$ cat src/rtl/irqc_pkg.sv
package irqc_pkg;
  localparam int REQ_N = 8;
  localparam int IDX_W = $clog2(REQ_N);
  localparam int DW    = 8;
  localparam int BASE_W = DW - IDX_W;

  typedef enum logic [1:0] {
    SEQ_RUN  = 2'd0,
    SEQ_BASE = 2'd1,
    SEQ_CASC = 2'd2,
    SEQ_MODE = 2'd3
  } seq_t;

  localparam int B_CFG  = 4;
  localparam int B_SEL  = 3;
  localparam int B_LVL  = 3;
  localparam int B_NOCS = 1;
  localparam int B_MODE = 0;
  localparam int B_AEOI = 1;
  localparam logic [2:0] EOI_SPEC_CODE = 3'b011;
endpackage

$ cat src/rtl/irqc_cfg.sv
module irqc_cfg
  import irqc_pkg::*;
#(
  parameter int W = DW
) (
  input  logic              clk,
  input  logic              rst_n,
  input  logic              wr_en,
  input  logic              addr,
  input  logic [W-1:0]      wdata,
  output logic [W-1:0]      mask_o,
  output logic [BASE_W-1:0] base_o,
  output logic              level_o,
  output logic              auto_eoi_o,
  output logic              rd_isr_o,
  output logic              init_o,
  output logic              eoi_o,
  output logic              eoi_spec_o,
  output logic [IDX_W-1:0]  eoi_idx_o
);
  seq_t              seq_q, seq_d;
  logic [W-1:0]      mask_q, mask_d;
  logic [BASE_W-1:0] base_q, base_d;
  logic              lvl_q, lvl_d;
  logic              nocs_q, nocs_d;
  logic              mreq_q, mreq_d;
  logic              aeoi_q, aeoi_d;
  logic              rsel_q, rsel_d;
  logic              cfg_w, eoi_w, sel_w, odd_w;
  logic              mask_en, base_en, mode_en, rsel_en;

  always_comb begin
    cfg_w = wr_en && !addr && wdata[B_CFG];
    eoi_w = wr_en && !addr && !wdata[B_CFG] && !wdata[B_SEL];
    sel_w = wr_en && !addr && !wdata[B_CFG] && wdata[B_SEL] && wdata[1];
    odd_w = wr_en && addr;
    mask_en = cfg_w || (odd_w && seq_q == SEQ_RUN);
    base_en = odd_w && seq_q == SEQ_BASE;
    mode_en = odd_w && seq_q == SEQ_MODE;
    rsel_en = sel_w;
  end

  always_comb begin
    seq_d  = seq_q;
    mask_d = mask_q;
    base_d = base_q;
    lvl_d  = lvl_q;
    nocs_d = nocs_q;
    mreq_d = mreq_q;
    aeoi_d = aeoi_q;
    rsel_d = rsel_q;
    if (cfg_w) begin
      seq_d  = SEQ_BASE;
      lvl_d  = wdata[B_LVL];
      nocs_d = wdata[B_NOCS];
      mreq_d = wdata[B_MODE];
    end else if (odd_w) begin
      unique case (seq_q)
        SEQ_BASE: begin
          if (!nocs_q)     seq_d = SEQ_CASC;
          else if (mreq_q) seq_d = SEQ_MODE;
          else             seq_d = SEQ_RUN;
        end
        SEQ_CASC: seq_d = mreq_q ? SEQ_MODE : SEQ_RUN;
        SEQ_MODE: seq_d = SEQ_RUN;
        default:  seq_d = SEQ_RUN;
      endcase
    end
    if (mask_en) mask_d = cfg_w ? '0 : wdata;
    if (base_en) base_d = wdata[W-1:IDX_W];
    if (mode_en) aeoi_d = wdata[B_AEOI];
    if (rsel_en) rsel_d = wdata[0];
  end

  always_ff @(posedge clk or negedge rst_n) begin
    if (!rst_n) begin
      seq_q  <= SEQ_RUN;
      mask_q <= '1;
      base_q <= BASE_W'(1);
      lvl_q  <= 1'b0;
      nocs_q <= 1'b0;
      mreq_q <= 1'b0;
      aeoi_q <= 1'b0;
      rsel_q <= 1'b1;
    end else begin
      seq_q  <= seq_d;
      mask_q <= mask_d;
      base_q <= base_d;
      lvl_q  <= lvl_d;
      nocs_q <= nocs_d;
      mreq_q <= mreq_d;
      aeoi_q <= aeoi_d;
      rsel_q <= rsel_d;
    end
  end

  assign mask_o     = mask_q;
  assign base_o     = base_q;
  assign level_o    = lvl_q;
  assign auto_eoi_o = aeoi_q;
  assign rd_isr_o   = rsel_q;
  assign init_o     = cfg_w;
  assign eoi_o      = eoi_w;
  assign eoi_spec_o = (wdata[7:5] == EOI_SPEC_CODE);
  assign eoi_idx_o  = wdata[IDX_W-1:0];

  AST_CFG_ZERO_MASK: assert property (@(posedge clk) disable iff (!rst_n)
    cfg_w |=> (mask_q == '0));
  AST_SEQ_KEEPS_MASK: assert property (@(posedge clk) disable iff (!rst_n)
    (odd_w && seq_q != SEQ_RUN) |=> $stable(mask_q));
  AST_RUN_LOADS_MASK: assert property (@(posedge clk) disable iff (!rst_n)
    (odd_w && seq_q == SEQ_RUN) |=> (mask_q == $past(wdata)));
endmodule

$ cat src/rtl/irqc_pend.sv
module irqc_pend
  import irqc_pkg::*;
#(
  parameter int N = REQ_N
) (
  input  logic         clk,
  input  logic         rst_n,
  input  logic [N-1:0] irq_in,
  input  logic         level_i,
  input  logic         init_clr_i,
  input  logic [N-1:0] ack_clr_i,
  output logic [N-1:0] pend_o
);
  logic [N-1:0] irq_q, pend_q, pend_d, rise;

  always_comb begin
    rise = irq_in & ~irq_q;
    if (init_clr_i)   pend_d = '0;
    else if (level_i) pend_d = irq_in;
    else              pend_d = (pend_q & ~ack_clr_i) | rise;
  end

  always_ff @(posedge clk or negedge rst_n) begin
    if (!rst_n) begin
      irq_q  <= '0;
      pend_q <= '0;
    end else begin
      irq_q  <= irq_in;
      pend_q <= pend_d;
    end
  end

  assign pend_o = pend_q;

  AST_EDGE_SETS_PEND: assert property (@(posedge clk) disable iff (!rst_n)
    (!level_i && !init_clr_i) |=> ((pend_q & $past(rise)) == $past(rise)));
  AST_LEVEL_TRACKS: assert property (@(posedge clk) disable iff (!rst_n)
    (level_i && !init_clr_i) |=> (pend_q == $past(irq_in)));
  AST_INIT_CLEARS_PEND: assert property (@(posedge clk) disable iff (!rst_n)
    init_clr_i |=> (pend_q == '0));
endmodule

$ cat src/rtl/irqc_prio.sv
module irqc_prio
  import irqc_pkg::*;
#(
  parameter int N = REQ_N,
  parameter int IW = IDX_W
) (
  input  logic          clk,
  input  logic          rst_n,
  input  logic [N-1:0]  pend_i,
  input  logic [N-1:0]  mask_i,
  input  logic [N-1:0]  isr_i,
  output logic [N-1:0]  grant_o,
  output logic [IW-1:0] idx_o,
  output logic          any_o
);
  logic [N-1:0] block, elig;
  logic [N:0]   taken;

  assign block[0] = isr_i[0];
  assign taken[0] = 1'b0;

  for (genvar i = 1; i < N; i++) begin : g_block
    assign block[i] = block[i-1] | isr_i[i];
  end

  assign elig = pend_i & ~mask_i & ~block;

  for (genvar i = 0; i < N; i++) begin : g_pick
    assign grant_o[i]  = elig[i] & ~taken[i];
    assign taken[i+1]  = taken[i] | elig[i];
  end

  always_comb begin
    idx_o = '0;
    for (int i = N - 1; i >= 0; i--) begin
      if (grant_o[i]) idx_o = IW'(i);
    end
  end

  assign any_o = taken[N];

  AST_GRANT_ONEHOT: assert property (@(posedge clk) disable iff (!rst_n)
    $onehot0(grant_o));
  AST_GRANT_UNBLOCKED: assert property (@(posedge clk) disable iff (!rst_n)
    (|grant_o) |-> (((grant_o | (grant_o - 1'b1)) & isr_i) == '0));
  AST_GRANT_UNMASKED: assert property (@(posedge clk) disable iff (!rst_n)
    (|grant_o) |-> ((grant_o & pend_i & ~mask_i) == grant_o));
endmodule

$ cat src/rtl/irqc_isr.sv
module irqc_isr
  import irqc_pkg::*;
#(
  parameter int N = REQ_N,
  parameter int IW = IDX_W
) (
  input  logic          clk,
  input  logic          rst_n,
  input  logic          ack_i,
  input  logic [N-1:0]  grant_i,
  input  logic          auto_eoi_i,
  input  logic          init_clr_i,
  input  logic          eoi_i,
  input  logic          eoi_spec_i,
  input  logic [IW-1:0] eoi_idx_i,
  output logic [N-1:0]  isr_o
);
  logic [N-1:0] isr_q, isr_d, low, set_v, clr_v;
  logic [N:0]   seen;

  assign seen[0] = 1'b0;
  for (genvar i = 0; i < N; i++) begin : g_low
    assign low[i]    = isr_q[i] & ~seen[i];
    assign seen[i+1] = seen[i] | isr_q[i];
  end

  always_comb begin
    set_v = (ack_i && !auto_eoi_i) ? grant_i : '0;
    clr_v = '0;
    if (eoi_i) clr_v = eoi_spec_i ? (N'(1) << eoi_idx_i) : low;
    if (init_clr_i) isr_d = '0;
    else            isr_d = (isr_q | set_v) & ~clr_v;
  end

  always_ff @(posedge clk or negedge rst_n) begin
    if (!rst_n) isr_q <= '0;
    else        isr_q <= isr_d;
  end

  assign isr_o = isr_q;

  AST_ACK_MARKS: assert property (@(posedge clk) disable iff (!rst_n)
    (ack_i && (|grant_i) && !auto_eoi_i && !init_clr_i && !eoi_i)
      |=> ((isr_q & $past(grant_i)) != '0));
  AST_AUTO_KEEPS: assert property (@(posedge clk) disable iff (!rst_n)
    (ack_i && auto_eoi_i && !init_clr_i && !eoi_i) |=> (isr_q == $past(isr_q)));
  AST_SPEC_EOI: assert property (@(posedge clk) disable iff (!rst_n)
    (eoi_i && eoi_spec_i && !ack_i && !init_clr_i) |=> !isr_q[$past(eoi_idx_i)]);
  AST_INIT_CLEARS_ISR: assert property (@(posedge clk) disable iff (!rst_n)
    init_clr_i |=> (isr_q == '0));
endmodule

$ cat src/rtl/intr_ctrl8.sv
module intr_ctrl8
  import irqc_pkg::*;
(
  input  logic             clk,
  input  logic             rst_n,
  input  logic             wr_en,
  input  logic             addr,
  input  logic [DW-1:0]    wdata,
  output logic [DW-1:0]    rdata,
  input  logic [REQ_N-1:0] irq_in,
  output logic             int_out,
  input  logic             ack,
  output logic [DW-1:0]    vec_out
);
  logic [1:0]        rst_sync;
  logic              rst_s;
  logic [REQ_N-1:0]  mask, pend, isr, grant, ack_clr;
  logic [BASE_W-1:0] base;
  logic [IDX_W-1:0]  gidx, eoi_idx;
  logic              level, auto_eoi, rd_isr, init_w, eoi_w, eoi_spec, any;
  logic [DW-1:0]     vec_q, vec_d;
  logic              vec_en;

  always_ff @(posedge clk or negedge rst_n) begin
    if (!rst_n) rst_sync <= 2'b00;
    else        rst_sync <= {rst_sync[0], 1'b1};
  end
  assign rst_s = rst_sync[1];

  irqc_cfg #(.W(DW)) u_cfg (
    .clk(clk), .rst_n(rst_s), .wr_en(wr_en), .addr(addr), .wdata(wdata),
    .mask_o(mask), .base_o(base), .level_o(level), .auto_eoi_o(auto_eoi),
    .rd_isr_o(rd_isr), .init_o(init_w), .eoi_o(eoi_w), .eoi_spec_o(eoi_spec),
    .eoi_idx_o(eoi_idx)
  );

  assign ack_clr = ack ? grant : '0;

  irqc_pend #(.N(REQ_N)) u_pend (
    .clk(clk), .rst_n(rst_s), .irq_in(irq_in), .level_i(level),
    .init_clr_i(init_w), .ack_clr_i(ack_clr), .pend_o(pend)
  );

  irqc_prio #(.N(REQ_N), .IW(IDX_W)) u_prio (
    .clk(clk), .rst_n(rst_s), .pend_i(pend), .mask_i(mask), .isr_i(isr),
    .grant_o(grant), .idx_o(gidx), .any_o(any)
  );

  irqc_isr #(.N(REQ_N), .IW(IDX_W)) u_isr (
    .clk(clk), .rst_n(rst_s), .ack_i(ack), .grant_i(grant),
    .auto_eoi_i(auto_eoi), .init_clr_i(init_w), .eoi_i(eoi_w),
    .eoi_spec_i(eoi_spec), .eoi_idx_i(eoi_idx), .isr_o(isr)
  );

  always_comb begin
    vec_en = ack && any;
    vec_d  = {base, {IDX_W{1'b0}}} + {{BASE_W{1'b0}}, gidx};
  end

  always_ff @(posedge clk or negedge rst_s) begin
    if (!rst_s)      vec_q <= '0;
    else if (vec_en) vec_q <= vec_d;
  end

  assign vec_out = vec_q;
  assign int_out = any;

  always_comb begin
    if (addr)        rdata = mask;
    else if (rd_isr) rdata = isr;
    else             rdata = pend;
  end

  AST_VEC_BASE: assert property (@(posedge clk) disable iff (!rst_s)
    (ack && any) |=> (vec_out[DW-1:IDX_W] == $past(base)));
  AST_VEC_INDEX: assert property (@(posedge clk) disable iff (!rst_s)
    (ack && any) |=> ($past(grant) == (REQ_N'(1) << vec_out[IDX_W-1:0])));
endmodule

$ cat config.mk
export PLATFORM = sky130hd
export DESIGN_NAME = intr_ctrl8
export DESIGN_NICKNAME = d
export VERILOG_FILES = /design/src/rtl/irqc_pkg.sv /design/src/rtl/irqc_cfg.sv /design/src/rtl/irqc_pend.sv /design/src/rtl/irqc_prio.sv /design/src/rtl/irqc_isr.sv /design/src/rtl/intr_ctrl8.sv
export SDC_FILE = /design/constraint.sdc
export NUM_CORES = 1
export LEC_CHECK = 0
export BUFFER_PORTS_ARGS = -buffer_cell sky130_fd_sc_hd__clkbuf_2
export CAP_MARGIN = 20
export CORE_MARGIN = 4
export CORE_UTILIZATION = 57
export CTS_BUF_LIST = sky130_fd_sc_hd__clkbuf_8 sky130_fd_sc_hd__clkbuf_16
export CTS_CLUSTER_SIZE = 28
export DETAILED_ROUTE_END_ITERATION = 6
export PLACE_DENSITY = 0.79
export SYNTH_ARGS = -nofsm -noshare
export SYNTH_HDL_FRONTEND = slang
export SYNTH_SLANG_ARGS = --single-unit
$ cat constraint.sdc
create_clock -name clk -period 1.9 [get_ports clk]
set_input_delay 0.095 -clock clk [delete_from_list [all_inputs] [get_ports clk]]
set_output_delay 0.095 -clock clk [all_outputs]
set_load 0.01 [all_outputs]
==> impl_metrics.env <==
export IMPL_io_pins=38
export IMPL_max_cap_violations=0
export IMPL_grt_total_usage=0.262
export IMPL_final_min_period_over_clock_period=1.16
export IMPL_worst_slew_pin_transition_ps=623
export IMPL_tritoncts_num_buffers=5
export IMPL_power_density_nw_per_um2=1350
export IMPL_totalWireLength_mm=7.63
export IMPL_tritoncts="built"
export IMPL_detail_route_vias_per_cell=5.92
export IMPL_finalMaxSlewViolations=0
export IMPL_gp_routability_congestion=0.874
export IMPL_cp_data_required_time_ps=2100
export IMPL_postRouteAntennaNets=0
export IMPL_grt_setup_unrepaired="true"
export IMPL_reg2reg_from="u_isr.isr_o[2]$_DFF_PN0_"
export IMPL_rows=25
export IMPL_data_arrival_time_of_the_worst_path_ps=2400
export IMPL_reg2regPathDepth=5
export IMPL_most_frequent_cells_in_the_layout="dfrtp_1 (43), buf_4 (38), clkbuf_2 (37)"
export IMPL_core_area_sq_um=4790
export IMPL_outcome="finished with violations"
export IMPL_clock_sinks=54
export IMPL_cts_root_buffer="clkbuf_8"
export IMPL_total_of_warnings_raised_by_yosys=0
export IMPL_part_of_the_power_in_combinational_logic=0.472
export IMPL_timing_critical_path_from_type="flip-flop"
export IMPL_die_footprint_sq_um=6200
export IMPL_final_common_cell="dfrtp_1"
export IMPL_vias_in_the_first_global_route=2651
export IMPL_grt_overflow_total=0
export IMPL_antenna_found_initial=0
export IMPL_grt_first_pass_wirelength_mm=12.7
export IMPL_edff_count_synth=0
export IMPL_synth_seq_cells=54
export IMPL_final_hold_viol_count=0
export IMPL_detailroute_via_count=2533
export IMPL_post_synth_num_cell_types=48
export IMPL_synth_cell_area_sq_um=2850
export IMPL_dr_first_iter_drc_count=191
export IMPL_synthToLayoutAreaGrowth_pct=26.1
export IMPL_switching_share=0.361
export IMPL_power_sequential_fraction=0.357
export IMPL_failing_checks="setup timing"
export IMPL_drive_gt1_frac=0.343
export IMPL_worst_path_max_fanout=8
export IMPL_highest_ir_drop_seen_on_vdd_uv=630
export IMPL_num_fill_cells=355
export IMPL_avg_inst_size_synth_sq_um=9.94
export IMPL_synth_net_count=312
export IMPL_grt_max_degree=26
export IMPL_dieWidth_um=78.7
export IMPL_clock_power_share=0.171
export IMPL_pre_cts_ws_ps=-304
export IMPL_sequential_element_share_of_the_synthesized_area=0.478
export IMPL_syn_inst=287
export IMPL_net_switching_power_w=0.00175
export IMPL_reg2reg_slack_ps=-300
export IMPL_regToRegEndpoint="vec_out[1]$_DFFE_PN0P_"
export IMPL_setup_violations_final=10
export IMPL_worstHoldStart="wdata[4]"
export IMPL_die_height_um=78.7
export IMPL_final_net_count=385
export IMPL_skew_ps=7.20
export IMPL_floorplan_initialDensity=0.596
export IMPL_clock_input_transition_at_the_sequential_cells_of_the_worst_setup_and_hold_paths_ps=100
export IMPL_place_detailed_hpwl_mm=5.37
export IMPL_period_needed_ps=2200
export IMPL_drc_errors=0
export IMPL_timing_setup_critical_path_class="reg2reg"
export IMPL_clk_path_buf_depth=2
export IMPL_wl_per_cell_um=17.8
export IMPL_io_buffers=37
export IMPL_timing_hold_worst_path_depth=2
export IMPL_layout_area_seq_sq_um=1370
export IMPL_placed_cells_incl_taps=409
export IMPL_layout_setup_ws_ps=-296
export IMPL_end_kind="flip-flop"
export IMPL_htree_num_levels=2
export IMPL_static_leakage_power_nw=1.62
export IMPL_dominantRegCellSynth="dfrtp_1"
export IMPL_hp_class="in2reg"
export IMPL_clk_insertion_delay_late_ps=320
export IMPL_drt_pass1_iterations=4
export IMPL_insertedDiodeCount=0
export IMPL_max_slew_margin=0.583
export IMPL_internal_pwr_total_w=0.00309
export IMPL_fin_cells=428
export IMPL_ys_async_sr_fraction=1.00
export IMPL_min_to="u_cfg.mask_o[4]$_DFFE_PN1P_"
export IMPL_clock_fmax_mhz=455
export IMPL_multiInputGateArea_sq_um=1400
registers in the layout, indices dropped and copies added, names as in the netlist, 2 cells and up:
name,count
u_isr.isr_o,8
rst_sync,2
u_cfg.mask_o,8
vec_out,8
u_cfg.base_o,5
u_pend.irq_q,8
u_cfg.seq_q,2
u_pend.pend_o,8
worst max-delay path: stages (launching register included):
cell and delay (ps):
dfrtp_1 390, or4_4 540, or4_4 450, o2111ai_4 120, and2_4 270, mux2_4 320
power groups by stage:
stage / logic, W / registers [W] / clock network [W]
2_1_floorplan: 0.00126 / 0.00174 / 0
3_3_place_gp: 0.00201 / 0.00172 / 0
3_5_place_dp: 0.00207 / 0.00173 / 0
4_1_cts: 0.00217 / 0.00172 / 0.000840
5_1_grt: 0.00247 / 0.00176 / 0.000889
6_report: 0.00228 / 0.00173 / 0.000828
cell families (layout without fill, tap and decap cells):
| group | Yosys count | after routing | synth area share |
|---|---|---|---|
| buffers and inverters | 35 | 109 | 0.0548 |
| AOI/OAI and AO/OA | 67 | 67 | 0.150 |
| muxes | 24 | 24 | 0.100 |
| other | 1 | 1 | 0.00132 |
| adders and majority gates | 4 | 4 | 0.0176 |
| and+or+nand+nor | 102 | 102 | 0.197 |
| DFF | 54 | 54 | 0.478 |
layer usage:
layer,global-route usage,routed length (um),up-vias
met5,0,0,-
met4,0.114,235,0
met3,0.0522,379,24
met2,0.432,3770,74
met1,0.337,3250,1256
li1,-,-,1179
per-stage QoR:
step / util / power, W / hold WS [ps] / setup TNS, ps / instance area [sq um]
floorplan: - / 0.00300 / -201 / -3120 / 2860
global placement: 0.692 / 0.00374 / -120 / -1950 / 3310
detailed placement: 0.692 / 0.00380 / -118 / -2440 / 3310
CTS: 0.744 / 0.00472 / 55.6 / -2400 / 3560
global route: 0.751 / 0.00512 / 67.8 / -3180 / 3600
finish: 0.751 / 0.00484 / 60.7 / -2470 / 3600
repair_timing:
item | 4_1_cts | 5_1_grt
setup endpoints to repair | 13 | 17
resized for setup | 5 | 8
hold buffers | 9 | 0
pin swaps | 0 | 4
endpoints found under the hold margin | 10 | 0
buffers inserted | 1 | 1
Yosys cell counts, types with 2 or more instances:
cell | instances | area share
a22o_1 | 8 | 0.025
nor2_1 | 16 | 0.021
mux2i_1 | 8 | 0.028
mux2_4 | 7 | 0.037
nand2b_1 | 4 | 0.0088
dfstp_2 | 10 | 0.092
nor4b_1 | 2 | 0.0061
nand4_1 | 2 | 0.0044
nand4b_1 | 2 | 0.0061
nand2_1 | 19 | 0.025
mux2_2 | 9 | 0.036
nor3_1 | 14 | 0.025
or3_1 | 3 | 0.0066
dfrtp_1 | 44 | 0.39
a21oi_1 | 17 | 0.030
ha_1 | 4 | 0.018
nand3b_1 | 6 | 0.016
nor4_1 | 3 | 0.0066
o21ai_0 | 20 | 0.035
and2_1 | 3 | 0.0066
nand3_1 | 10 | 0.018
inv_1 | 17 | 0.022
a41oi_1 | 2 | 0.0061
or4_4 | 2 | 0.0079
clkbuf_1 | 14 | 0.018
nor3b_1 | 3 | 0.0079
a31oi_1 | 9 | 0.020
o22ai_1 | 2 | 0.0044
a311o_1 | 2 | 0.0070
nor2b_1 | 7 | 0.015
worst max-delay path by stage:
stage | end | cells past startpoint | from | slack, ps
floorplan | vec_out[1]$_DFFE_PN0P_ | 7 | u_isr.isr_o[1]$_DFF_PN0_ | -390
global placement | vec_out[5]$_DFFE_PN0P_ | 5 | u_isr.isr_o[2]$_DFF_PN0_ | -250
detailed placement | vec_out[3]$_DFFE_PN0P_ | 5 | u_isr.isr_o[2]$_DFF_PN0_ | -300
CTS | vec_out[1]$_DFFE_PN0P_ | 5 | u_isr.isr_o[2]$_DFF_PN0_ | -300
global route | vec_out[1]$_DFFE_PN0P_ | 5 | u_isr.isr_o[2]$_DFF_PN0_ | -360
finish | vec_out[1]$_DFFE_PN0P_ | 5 | u_isr.isr_o[2]$_DFF_PN0_ | -300
area by class of cell:
cell class	instances	area share
Multi-Input combinational cell	198	0.390
Sequential cell	54	0.380
Timing Repair Buffer	84	0.156
Tap cell	67	0.0233
Clock buffer	6	0.0230
Inverter	17	0.0177
Clock inverter	2	0.0108
No activity file was read; power rests on OpenSTA's default activity.
